$ cat config.mk
export PLATFORM = sky130hd
export DESIGN_NAME = vic5_ctrl
export DESIGN_NICKNAME = d
export VERILOG_FILES = /design/src/rtl/vic5_pkg.sv /design/src/rtl/vic5_edge_latch.sv /design/src/rtl/vic5_mask_reg.sv /design/src/rtl/vic5_arbiter.sv /design/src/rtl/vic5_ctrl.sv
export SDC_FILE = /design/constraint.sdc
export NUM_CORES = 1
export LEC_CHECK = 0
export BUFFER_PORTS_ARGS = -buffer_cell sky130_fd_sc_hd__buf_4
export CORE_ASPECT_RATIO = 1.1
export CORE_MARGIN = 4
export CORE_UTILIZATION = 43
export DETAILED_ROUTE_END_ITERATION = 8
export PLACE_DENSITY = 0.74
export SETUP_SLACK_MARGIN = 0.2
export SLEW_MARGIN = 40
export SYNTH_ARGS = -nofsm -noshare
export SYNTH_HDL_FRONTEND = slang
export SYNTH_SLANG_ARGS = --single-unit
$ cat constraint.sdc
create_clock -name clk_i -period 1.3 [get_ports clk_i]
set_clock_uncertainty 0.05 [all_clocks]
set_input_delay 0.195 -clock clk_i [delete_from_list [all_inputs] [get_ports clk_i]]
set_output_delay 0.195 -clock clk_i [all_outputs]
set_load 0.05 [all_outputs]
$ cat src/rtl/vic5_pkg.sv
package vic5_pkg;
  localparam int NSRC  = 5;
  localparam int MASKW = 3;
  localparam int BYTEW = 8;

  typedef enum logic [2:0] {
    SRC_NMI  = 3'd0,
    SRC_EDGE = 3'd1,
    SRC_HI   = 3'd2,
    SRC_LO   = 3'd3,
    SRC_EXT  = 3'd4
  } src_e;

  function automatic logic [BYTEW-1:0] vec_of(src_e s);
    case (s)
      SRC_NMI:  return 8'h24;
      SRC_EDGE: return 8'h3C;
      SRC_HI:   return 8'h34;
      SRC_LO:   return 8'h2C;
      default:  return 8'h00;
    endcase
  endfunction
endpackage

$ cat src/rtl/vic5_edge_latch.sv
module vic5_edge_latch #(
  parameter int W = 2
) (
  input  logic         clk_i,
  input  logic         rst_ni,
  input  logic [W-1:0] pin_i,
  input  logic [W-1:0] clr_i,
  output logic [W-1:0] pend_o
);
  logic [W-1:0] prev_q;
  logic [W-1:0] rise;

  assign rise = pin_i & ~prev_q;

  // a fresh edge wins over a clear in the same clock
  always_ff @(posedge clk_i or negedge rst_ni) begin
    if (!rst_ni) begin
      prev_q <= '0;
      pend_o <= '0;
    end else begin
      prev_q <= pin_i;
      pend_o <= rise | (pend_o & ~clr_i);
    end
  end

  for (genvar k = 0; k < W; k++) begin : g_chk

    edge_sets_chk: assert property (@(posedge clk_i) disable iff (!rst_ni)
      rise[k] |=> pend_o[k]);

    clear_drops_chk: assert property (@(posedge clk_i) disable iff (!rst_ni)
      clr_i[k] && !rise[k] |=> !pend_o[k]);
  end
endmodule

$ cat src/rtl/vic5_mask_reg.sv
module vic5_mask_reg
  import vic5_pkg::*;
#(
  parameter int MW = MASKW,
  parameter int DW = BYTEW
) (
  input  logic          clk_i,
  input  logic          rst_ni,
  input  logic          wr_i,
  input  logic [DW-1:0] data_i,
  output logic [MW-1:0] mask_o,
  output logic          sout_o
);
  localparam int MASK_EN  = 3;
  localparam int SOUT_EN  = 6;
  localparam int SOUT_VAL = 7;

  always_ff @(posedge clk_i or negedge rst_ni) begin
    if (!rst_ni) begin
      mask_o <= '1;
      sout_o <= 1'b0;
    end else if (wr_i) begin
      if (data_i[MASK_EN]) mask_o <= data_i[MW-1:0];
      if (data_i[SOUT_EN]) sout_o <= data_i[SOUT_VAL];
    end
  end


  mask_hold_chk: assert property (@(posedge clk_i) disable iff (!rst_ni)
    !(wr_i && data_i[MASK_EN]) |=> $stable(mask_o));
endmodule

$ cat src/rtl/vic5_arbiter.sv
module vic5_arbiter
  import vic5_pkg::*;
#(
  parameter int N = NSRC
) (
  input  logic             clk_i,
  input  logic             rst_ni,
  input  logic             sample_i,
  input  logic [N-1:0]     cand_i,
  output logic [N-1:0]     win_o,
  output logic             accept_o,
  output src_e             src_o,
  output logic [BYTEW-1:0] vector_o,
  output logic             ack_req_o
);
  localparam int IW = $clog2(N);

  logic [IW-1:0] idx;

  // scan from lowest rank upward so the highest qualified source remains
  always_comb begin
    win_o = '0;
    idx   = '0;
    for (int i = N - 1; i >= 0; i--) begin
      if (sample_i && cand_i[i]) begin
        win_o    = '0;
        win_o[i] = 1'b1;
        idx      = IW'(i);
      end
    end
  end

  always_ff @(posedge clk_i or negedge rst_ni) begin
    if (!rst_ni) begin
      accept_o  <= 1'b0;
      src_o     <= SRC_NMI;
      vector_o  <= '0;
      ack_req_o <= 1'b0;
    end else begin
      accept_o  <= |win_o;
      src_o     <= src_e'(idx);
      vector_o  <= (|win_o) ? vec_of(src_e'(idx)) : '0;
      ack_req_o <= win_o[N-1];
    end
  end


  nmi_first_chk: assert property (@(posedge clk_i) disable iff (!rst_ni)
    sample_i && cand_i[0] |=> accept_o && src_o == SRC_NMI);

  no_sample_chk: assert property (@(posedge clk_i) disable iff (!rst_ni)
    !sample_i |=> !accept_o);

  edge_vec_chk: assert property (@(posedge clk_i) disable iff (!rst_ni)
    accept_o && src_o == SRC_EDGE |-> vector_o == 8'h3C);
endmodule

$ cat src/rtl/vic5_ctrl.sv
module vic5_ctrl
  import vic5_pkg::*;
(
  input  logic       clk_i,
  input  logic       rst_ni,
  input  logic       nmi_i,
  input  logic       edge_irq_i,
  input  logic       lvl_hi_i,
  input  logic       lvl_lo_i,
  input  logic       ext_irq_i,
  input  logic       sample_i,
  input  logic       ei_i,
  input  logic       di_i,
  input  logic       setmask_i,
  input  logic [7:0] setmask_data_i,
  input  logic       rdmask_i,
  input  logic       sin_i,
  output logic       accept_o,
  output logic [2:0] src_o,
  output logic [7:0] vector_o,
  output logic       ack_req_o,
  output logic       ie_o,
  output logic       sout_o,
  output logic [7:0] status_o
);
  localparam int EDGE_CLR = 4;

  logic [1:0]       pend;   // [0] edge latch, [1] non-maskable arm
  logic [1:0]       clr;
  logic [MASKW-1:0] mask;
  logic [NSRC-1:0]  cand;
  logic [NSRC-1:0]  win;
  src_e             src_w;
  logic             ie_q;
  logic             trap_q;
  logic             save_q;

  assign clr[0] = win[1] | (setmask_i & setmask_data_i[EDGE_CLR]);
  assign clr[1] = win[0];

  vic5_edge_latch #(.W(2)) u_edge (
    .clk_i  (clk_i),
    .rst_ni (rst_ni),
    .pin_i  ({nmi_i, edge_irq_i}),
    .clr_i  (clr),
    .pend_o (pend)
  );

  vic5_mask_reg #(.MW(MASKW), .DW(BYTEW)) u_mask (
    .clk_i  (clk_i),
    .rst_ni (rst_ni),
    .wr_i   (setmask_i),
    .data_i (setmask_data_i),
    .mask_o (mask),
    .sout_o (sout_o)
  );

  assign cand[0] = pend[1] & nmi_i;
  assign cand[1] = ie_q & ~mask[2] & pend[0];
  assign cand[2] = ie_q & ~mask[1] & lvl_hi_i;
  assign cand[3] = ie_q & ~mask[0] & lvl_lo_i;
  assign cand[4] = ie_q & ext_irq_i;

  vic5_arbiter #(.N(NSRC)) u_arb (
    .clk_i     (clk_i),
    .rst_ni    (rst_ni),
    .sample_i  (sample_i),
    .cand_i    (cand),
    .win_o     (win),
    .accept_o  (accept_o),
    .src_o     (src_w),
    .vector_o  (vector_o),
    .ack_req_o (ack_req_o)
  );

  assign src_o = src_w;

  always_ff @(posedge clk_i or negedge rst_ni) begin
    if (!rst_ni)    ie_q <= 1'b0;
    else if (|win)  ie_q <= 1'b0;
    else if (di_i)  ie_q <= 1'b0;
    else if (ei_i)  ie_q <= 1'b1;
  end

  always_ff @(posedge clk_i or negedge rst_ni) begin
    if (!rst_ni) begin
      trap_q <= 1'b0;
      save_q <= 1'b0;
    end else if (win[0]) begin
      trap_q <= 1'b1;
      save_q <= ie_q;
    end else if (rdmask_i) begin
      trap_q <= 1'b0;
    end
  end

  assign ie_o     = ie_q;
  assign status_o = {sin_i, pend[0], lvl_hi_i, lvl_lo_i,
                     trap_q ? save_q : ie_q, mask};


  ie_cleared_chk: assert property (@(posedge clk_i) disable iff (!rst_ni)
    accept_o |-> !ie_o);

  nmi_level_chk: assert property (@(posedge clk_i) disable iff (!rst_ni)
    accept_o && src_o == SRC_NMI |-> $past(nmi_i));

  trap_saved_chk: assert property (@(posedge clk_i) disable iff (!rst_ni)
    accept_o && src_o == SRC_NMI |-> status_o[3] == $past(ie_o));

  sout_hold_chk: assert property (@(posedge clk_i) disable iff (!rst_ni)
    !setmask_i |=> $stable(sout_o));
endmodule

; After elaboration in Yosys (flattened, before gate mapping)
; Cells that the tools add are included.
[op_classes]
bitwise = 18
eq_ne = 3
mux = 18
reduce_logical = 11
[ops]
columns = operator, n
row1 = 5-bit two-way mux, 5
row2 = 6-bit one-hot mux with 4 select lines, 1
row3 = 3-bit two-way mux, 5
row4 = 1-bit bitwise AND, 9
row5 = 3-bit by 2-bit == test with 1-bit output (second input constant), 2
row6 = 1-bit two-way mux, 6
row7 = 6-bit two-way mux, 1
row8 = 1-bit logical AND, 5
row9 = 5-bit OR reduction, 1
row10 = 2-bit bitwise AND, 2
row11 = 2-bit NOT, 2
row12 = 2-bit AND reduction, 2
row13 = 3-bit by 1-bit == test with 1-bit output (second input constant), 1
row14 = 3-bit zero test, 1
row15 = 1-bit NOT, 3
row16 = 3-bit nonzero test, 1
row17 = 2-bit bitwise OR, 1
row18 = 2-bit nonzero test, 1
row19 = 1-bit bitwise OR, 1
[totals]
elab_cells = 61
in_bits = 21
reg_bits = 24

; Logic depth before layout (Yosys ltp)
[depth]
word_depth = 12
depth_mapped = 3
ltp_nobuf = 3

; By module
; Synthesis repeated with hierarchy kept, for this count alone.
[unflattened]
cells_unflattened = 74
area_unflattened_um2 = 852.1
[modules_own_cells]
columns = mod, cells_per_inst, n_inst, seq_area_each_um2, area_per_inst_um2
row1 = vic5_arbiter, 34, 1, 175.2, 336.6
row2 = vic5_ctrl, 20, 1, 75.1, 205.2
row3 = vic5_mask_reg, 10, 1, 103.8, 170.2
row4 = vic5_edge_latch, 10, 1, 100.1, 140.1

; Worst setup path before layout
; OpenSTA, ideal clock, no wires.
[synth_path]
path_type = flip-flop to flip-flop
start = reg ie_q (netlist: ie_o)
end = reg u_arb.src_o[1]
t_arrival_ps = 1226
setup_time_ps = 80
path_stages_with_launch = 4
slack_ps = -57
synth_period_minus_slack_ps = 1357
cell_sequence = dfrtp_1 nand2_1 a21o_1 nor3_2
[synth_between]
elab_chain_len = 7
elab_cells_between_ends = 13
classes_between = mux: 4 / bitwise: 6 / reduce/logical: 3
[synth_rtl]
columns = item, line
row1 = "start, declared", vic5_ctrl.sv:34  ; logic ie_q;
row2 = "start signal, assigned", vic5_ctrl.sv:79  ; if (!rst_ni) ie_q <= 1'b0;
row3 = "start signal, assigned", vic5_ctrl.sv:80  ; else if (|win) ie_q <= 1'b0;
row4 = "start signal, assigned", vic5_ctrl.sv:81  ; else if (di_i) ie_q <= 1'b0;
row5 = 1-bit bitwise AND (2 in a row), vic5_ctrl.sv:61  ; assign cand[3] = ie_q & ~mask[0] & lvl_lo_i;
row6 = 1-bit logical AND, vic5_arbiter.sv:25  ; if (sample_i && cand_i[i]) begin
row7 = 3-bit two-way mux (2 in a row), vic5_arbiter.sv:25
row8 = 3-bit two-way mux (*) (2 in a row), vic5_arbiter.sv:25
row9 = named net u_arb.idx[1], vic5_arbiter.sv:18  ; logic [IW-1:0] idx;
row10 = "end signal, assigned", vic5_arbiter.sv:41  ; src_o <= src_e'(idx);
row11 = "end, declared", vic5_arbiter.sv:12  ; output src_e src_o,
; The timed path passes the listed nets; every way through them passes the cells marked *.
; A chain may end at the register's enable or synchronous reset.

; Final worst setup path
[layout_path]
start = reg trap_q
end = out status_o[3]
[layout_between]
elab_chain_len = 1
[layout_rtl]
columns = item, line
row1 = "start, declared", vic5_ctrl.sv:35  ; logic trap_q;
row2 = "start signal, assigned", vic5_ctrl.sv:87  ; trap_q <= 1'b0;
row3 = "start signal, assigned", vic5_ctrl.sv:90  ; trap_q <= 1'b1;
row4 = "start signal, assigned", vic5_ctrl.sv:93  ; trap_q <= 1'b0;
row5 = 1-bit two-way mux, vic5_ctrl.sv:99  ; trap_q ? save_q : ie_q, mask};
row6 = "end, declared", vic5_ctrl.sv:24  ; output logic [7:0] status_o
; Every way passes these cells.

==> impl_metrics.prom <==
# TYPE chip_impl_metric gauge
chip_impl_info{name="run_status",value="finished with violations"} 1
chip_impl_info{name="cts_tree",value="yes"} 1
chip_impl_metric{name="fp.coreArea",unit="µm²"} 1780
chip_impl_metric{name="hold-worst-slack",unit="ps"} 49.1
chip_impl_metric{name="final.period_utilization",unit="%"} 108
chip_impl_metric{name="syn_area",unit="µm²"} 816
chip_impl_metric{name="drt-vias-per-instance",unit=""} 4.89
chip_impl_info{name="rsz0062_at_grt",value="true"} 1
chip_impl_metric{name="syn_avg_cell_area",unit="µm²"} 11.5
chip_impl_metric{name="cp.arrival",unit="ps"} 1160
chip_impl_metric{name="synth.yosys.seq_area_share",unit="%"} 55.7
chip_impl_metric{name="worst_skew_late_latency",unit="ps"} 280
chip_impl_metric{name="drc",unit=""} 0
chip_impl_metric{name="cts_max_path_buffers",unit=""} 2
chip_impl_metric{name="area.growth.synth_to_final",unit="%"} 71.3
chip_impl_metric{name="finalMaxSlewViolations",unit=""} 0
chip_impl_metric{name="crit_fanout",unit=""} 2
chip_impl_metric{name="multiInputGateArea",unit="µm²"} 380
chip_impl_metric{name="netlist-cell-type-count",unit=""} 24
chip_impl_info{name="cp-end-kind",value="output pin"} 1
chip_impl_info{name="critPathKind",value="reg2out"} 1
chip_impl_metric{name="grtUsageTotal",unit="%"} 14.9
chip_impl_metric{name="grt_antenna_before_repair",unit=""} 0
chip_impl_metric{name="fillCellCount",unit=""} 104
chip_impl_info{name="worst_setup_path_start_kind",value="flop"} 1
chip_impl_metric{name="required_time_at_the_endpoint_of_the_critical_path",unit="ps"} 1050
chip_impl_metric{name="route.antenna.remaining_nets",unit=""} 0
chip_impl_info{name="violations",value="negative setup slack"} 1
chip_impl_metric{name="totalWireLength",unit="mm"} 2.25
chip_impl_metric{name="synth-warning-count",unit=""} 0
chip_impl_metric{name="htree_num_levels",unit=""} 1
chip_impl_info{name="hp-class",value="in2reg"} 1
chip_impl_metric{name="vertical_die_dimension",unit="µm"} 53.7
chip_impl_metric{name="drive_above_1_share",unit="%"} 66.4
chip_impl_metric{name="numCtsBuffers",unit=""} 3
chip_impl_metric{name="globalRouteOverflowTotal",unit=""} 0
chip_impl_metric{name="final_setup_vio_count",unit=""} 5
chip_impl_metric{name="num_io_pins",unit=""} 44
chip_impl_metric{name="netlist_instances",unit=""} 71
chip_impl_metric{name="grt_max_degree",unit=""} 19
chip_impl_metric{name="initial_cell_density_of_the_core",unit="%"} 45.8
chip_impl_metric{name="fmaxAchievable",unit="MHz"} 712
chip_impl_metric{name="initialDrtViolationCount",unit=""} 12
chip_impl_metric{name="grt_pass1_wl",unit="mm"} 2.98
chip_impl_metric{name="row_count",unit=""} 16
chip_impl_metric{name="firstDrtPassIters",unit=""} 4
chip_impl_metric{name="vias_in_the_first_global_route",unit=""} 638
chip_impl_metric{name="async_set_reset_flop_share_out_of_synthesis",unit="%"} 100
chip_impl_metric{name="cts_num_sinks",unit=""} 18
chip_impl_metric{name="totalNegativeSetupSlack",unit="ps"} -223
chip_impl_metric{name="ir_worst_vdd",unit="µV"} 711
chip_impl_metric{name="total_of_max_cap_violations",unit=""} 0
chip_impl_metric{name="timing.final.crit_period",unit="ps"} 1400
chip_impl_metric{name="insertedDiodeCount",unit=""} 0
chip_impl_metric{name="synth_enable_flop_cells",unit=""} 0
chip_impl_metric{name="gp_congestion",unit=""} 0.684
chip_impl_metric{name="io_buffers",unit=""} 36
chip_impl_info{name="clockRootBuffer",value="clkbuf_4"} 1
chip_impl_metric{name="layout.nets",unit=""} 138
chip_impl_metric{name="path_clk_slew",unit="ps"} 100
chip_impl_metric{name="worst_slack",unit="ps"} -104
chip_impl_info{name="synth_flop_cell",value="dfrtp_1"} 1
chip_impl_metric{name="chipWidth",unit="µm"} 49.5
chip_impl_metric{name="finalHoldViolations",unit=""} 0
chip_impl_metric{name="synth-seq-cells",unit=""} 18
chip_impl_metric{name="static-leakage-power",unit="nW"} 0.679
chip_impl_metric{name="power.density_cell_area",unit="nW/µm²"} 1220
chip_impl_metric{name="route.vias.total",unit=""} 655
chip_impl_metric{name="layout.area.seq",unit="µm²"} 465
chip_impl_metric{name="dieArea",unit="µm²"} 2660
chip_impl_metric{name="wire_per_inst",unit="µm"} 16.8
critical path, cell delays in order (launching register included):
cell and delay [ps]:
dfrtp_1 410, mux2_4 310, buf_6 150
layer usage:
metal / up-vias / GRT usage (%) / share of wire (%)
li1: 311 / - / -
met4: 0 / 4.61 / 0.49
met3: 2 / 2.22 / 2.5
met5: - / 0 / 0
met1: 325 / 17.4 / 40
met2: 17 / 28.2 / 57
final timing paths:
path,from,to,slack (ps),depth (start not counted)
worst min-delay path,nmi_i,u_edge.prev_q[1]$_DFF_PN0_,50,1
min in group asynchronous,rst_ni,u_edge.pend_o[0]$_DFF_PN0_,260,2
max in group asynchronous,rst_ni,u_mask.mask_o[0]$_DFFE_PN1P_,690,2
worst min register to register,u_edge.prev_q[1]$_DFF_PN0_,u_edge.pend_o[1]$_DFF_PN0_,380,1
worst max-delay path,trap_q$_DFFE_PN0P_,status_o[3],-100,2
worst max register to register,u_mask.mask_o[2]$_DFFE_PN1P_,ie_o$_DFFE_PN0P_,0,3
layout make-up:
| cell class | count | area share (%) |
|---|---|---|
| clock buffer | 4 | 2.60 |
| multi-input combinational | 43 | 27.2 |
| sequential | 18 | 33.3 |
| inverter | 3 | 0.806 |
| tap | 18 | 1.61 |
| timing repair buffer | 48 | 34.5 |
report_power, final:
group	internal [mW]	total (mW)	switching (mW)
clock network	0.170	0.335	0.165
logic	0.302	0.676	0.374
registers	0.631	0.686	0.0553
total	1.10	1.70	0.595
layout by cell type (no fill, tap or decap), types with 2 or more instances in the layout:
master,synthesis,final
nand2_1,7,6
clkbuf_4,0,3
dfrtp_1,15,12
mux2_2,5,4
nor2b_4,1,3
dlygate4sd3_1,0,2
dfrtp_2,0,3
o21ai_1,1,2
buf_4,10,23
mux2_4,0,2
conb_1,1,4
buf_8,0,8
nor2_4,0,2
dfstp_4,0,2
o21ai_0,3,2
buf_6,0,15
inv_1,3,3
nor2_1,7,4
through the flow:
step	utilization [%]	instance area [µm²]	setup slack [ps]	instances	total power [mW]
3_3_place_gp	59.9	1070	80.5	118	1.15
5_1_grt	78.4	1400	-145	134	1.78
4_1_cts	72.8	1300	-103	131	1.62
3_5_place_dp	59.9	1070	47.3	118	1.15
2_1_floorplan	-	850	-1.25	74	1.03
6_report	78.4	1400	-104	134	1.70
flip-flops by register name (all words and copies together) (netlist names):
name and count:
u_arb.accept_o 1, ie_o 1, u_arb.ack_req_o 1, u_edge.pend_o 2, u_edge.prev_q 2, trap_q 1, u_mask.mask_o 3, save_q 1
u_arb.src_o 2, u_arb.vector_o 3, u_mask.sout_o 1
timing repair:
| action | 4_1_cts | 5_1_grt |
|---|---|---|
| pin swaps | 9 | 3 |
| endpoints found under the hold margin | 19 | 0 |
| gates resized for setup | 32 | 16 |
| endpoints found under the setup margin | 15 | 26 |
| hold buffers | 2 | 0 |
| buffers inserted | 7 | 3 |
synth_stat cells, drive strengths merged, types with 2 or more instances:
library cell  count  area (µm²)
a21oi             2        10.0
buf              10        75.1
dfrtp            15         375
dfstp             3        78.8
inv               3        11.3
mux2              6        67.6
nand2             7        26.3
nor2              7        26.3
nor2b             3        31.3
nor3              2        15.0
o21ai             4        20.0
kinds of logic (layout without fill, tap and decap cells):
kind of cell           after synthesis  count (layout)  synth area share [%]
muxes                                6               6                  8.28
and+or+nand+nor                     23              23                  17.5
buffers and inverters               13              55                  10.6
other                                1               4                 0.460
AOI/OAI and AO/OA                   10              10                  7.52
DFF                                 18              18                  55.7
Power figures use the tool's default switching activity.
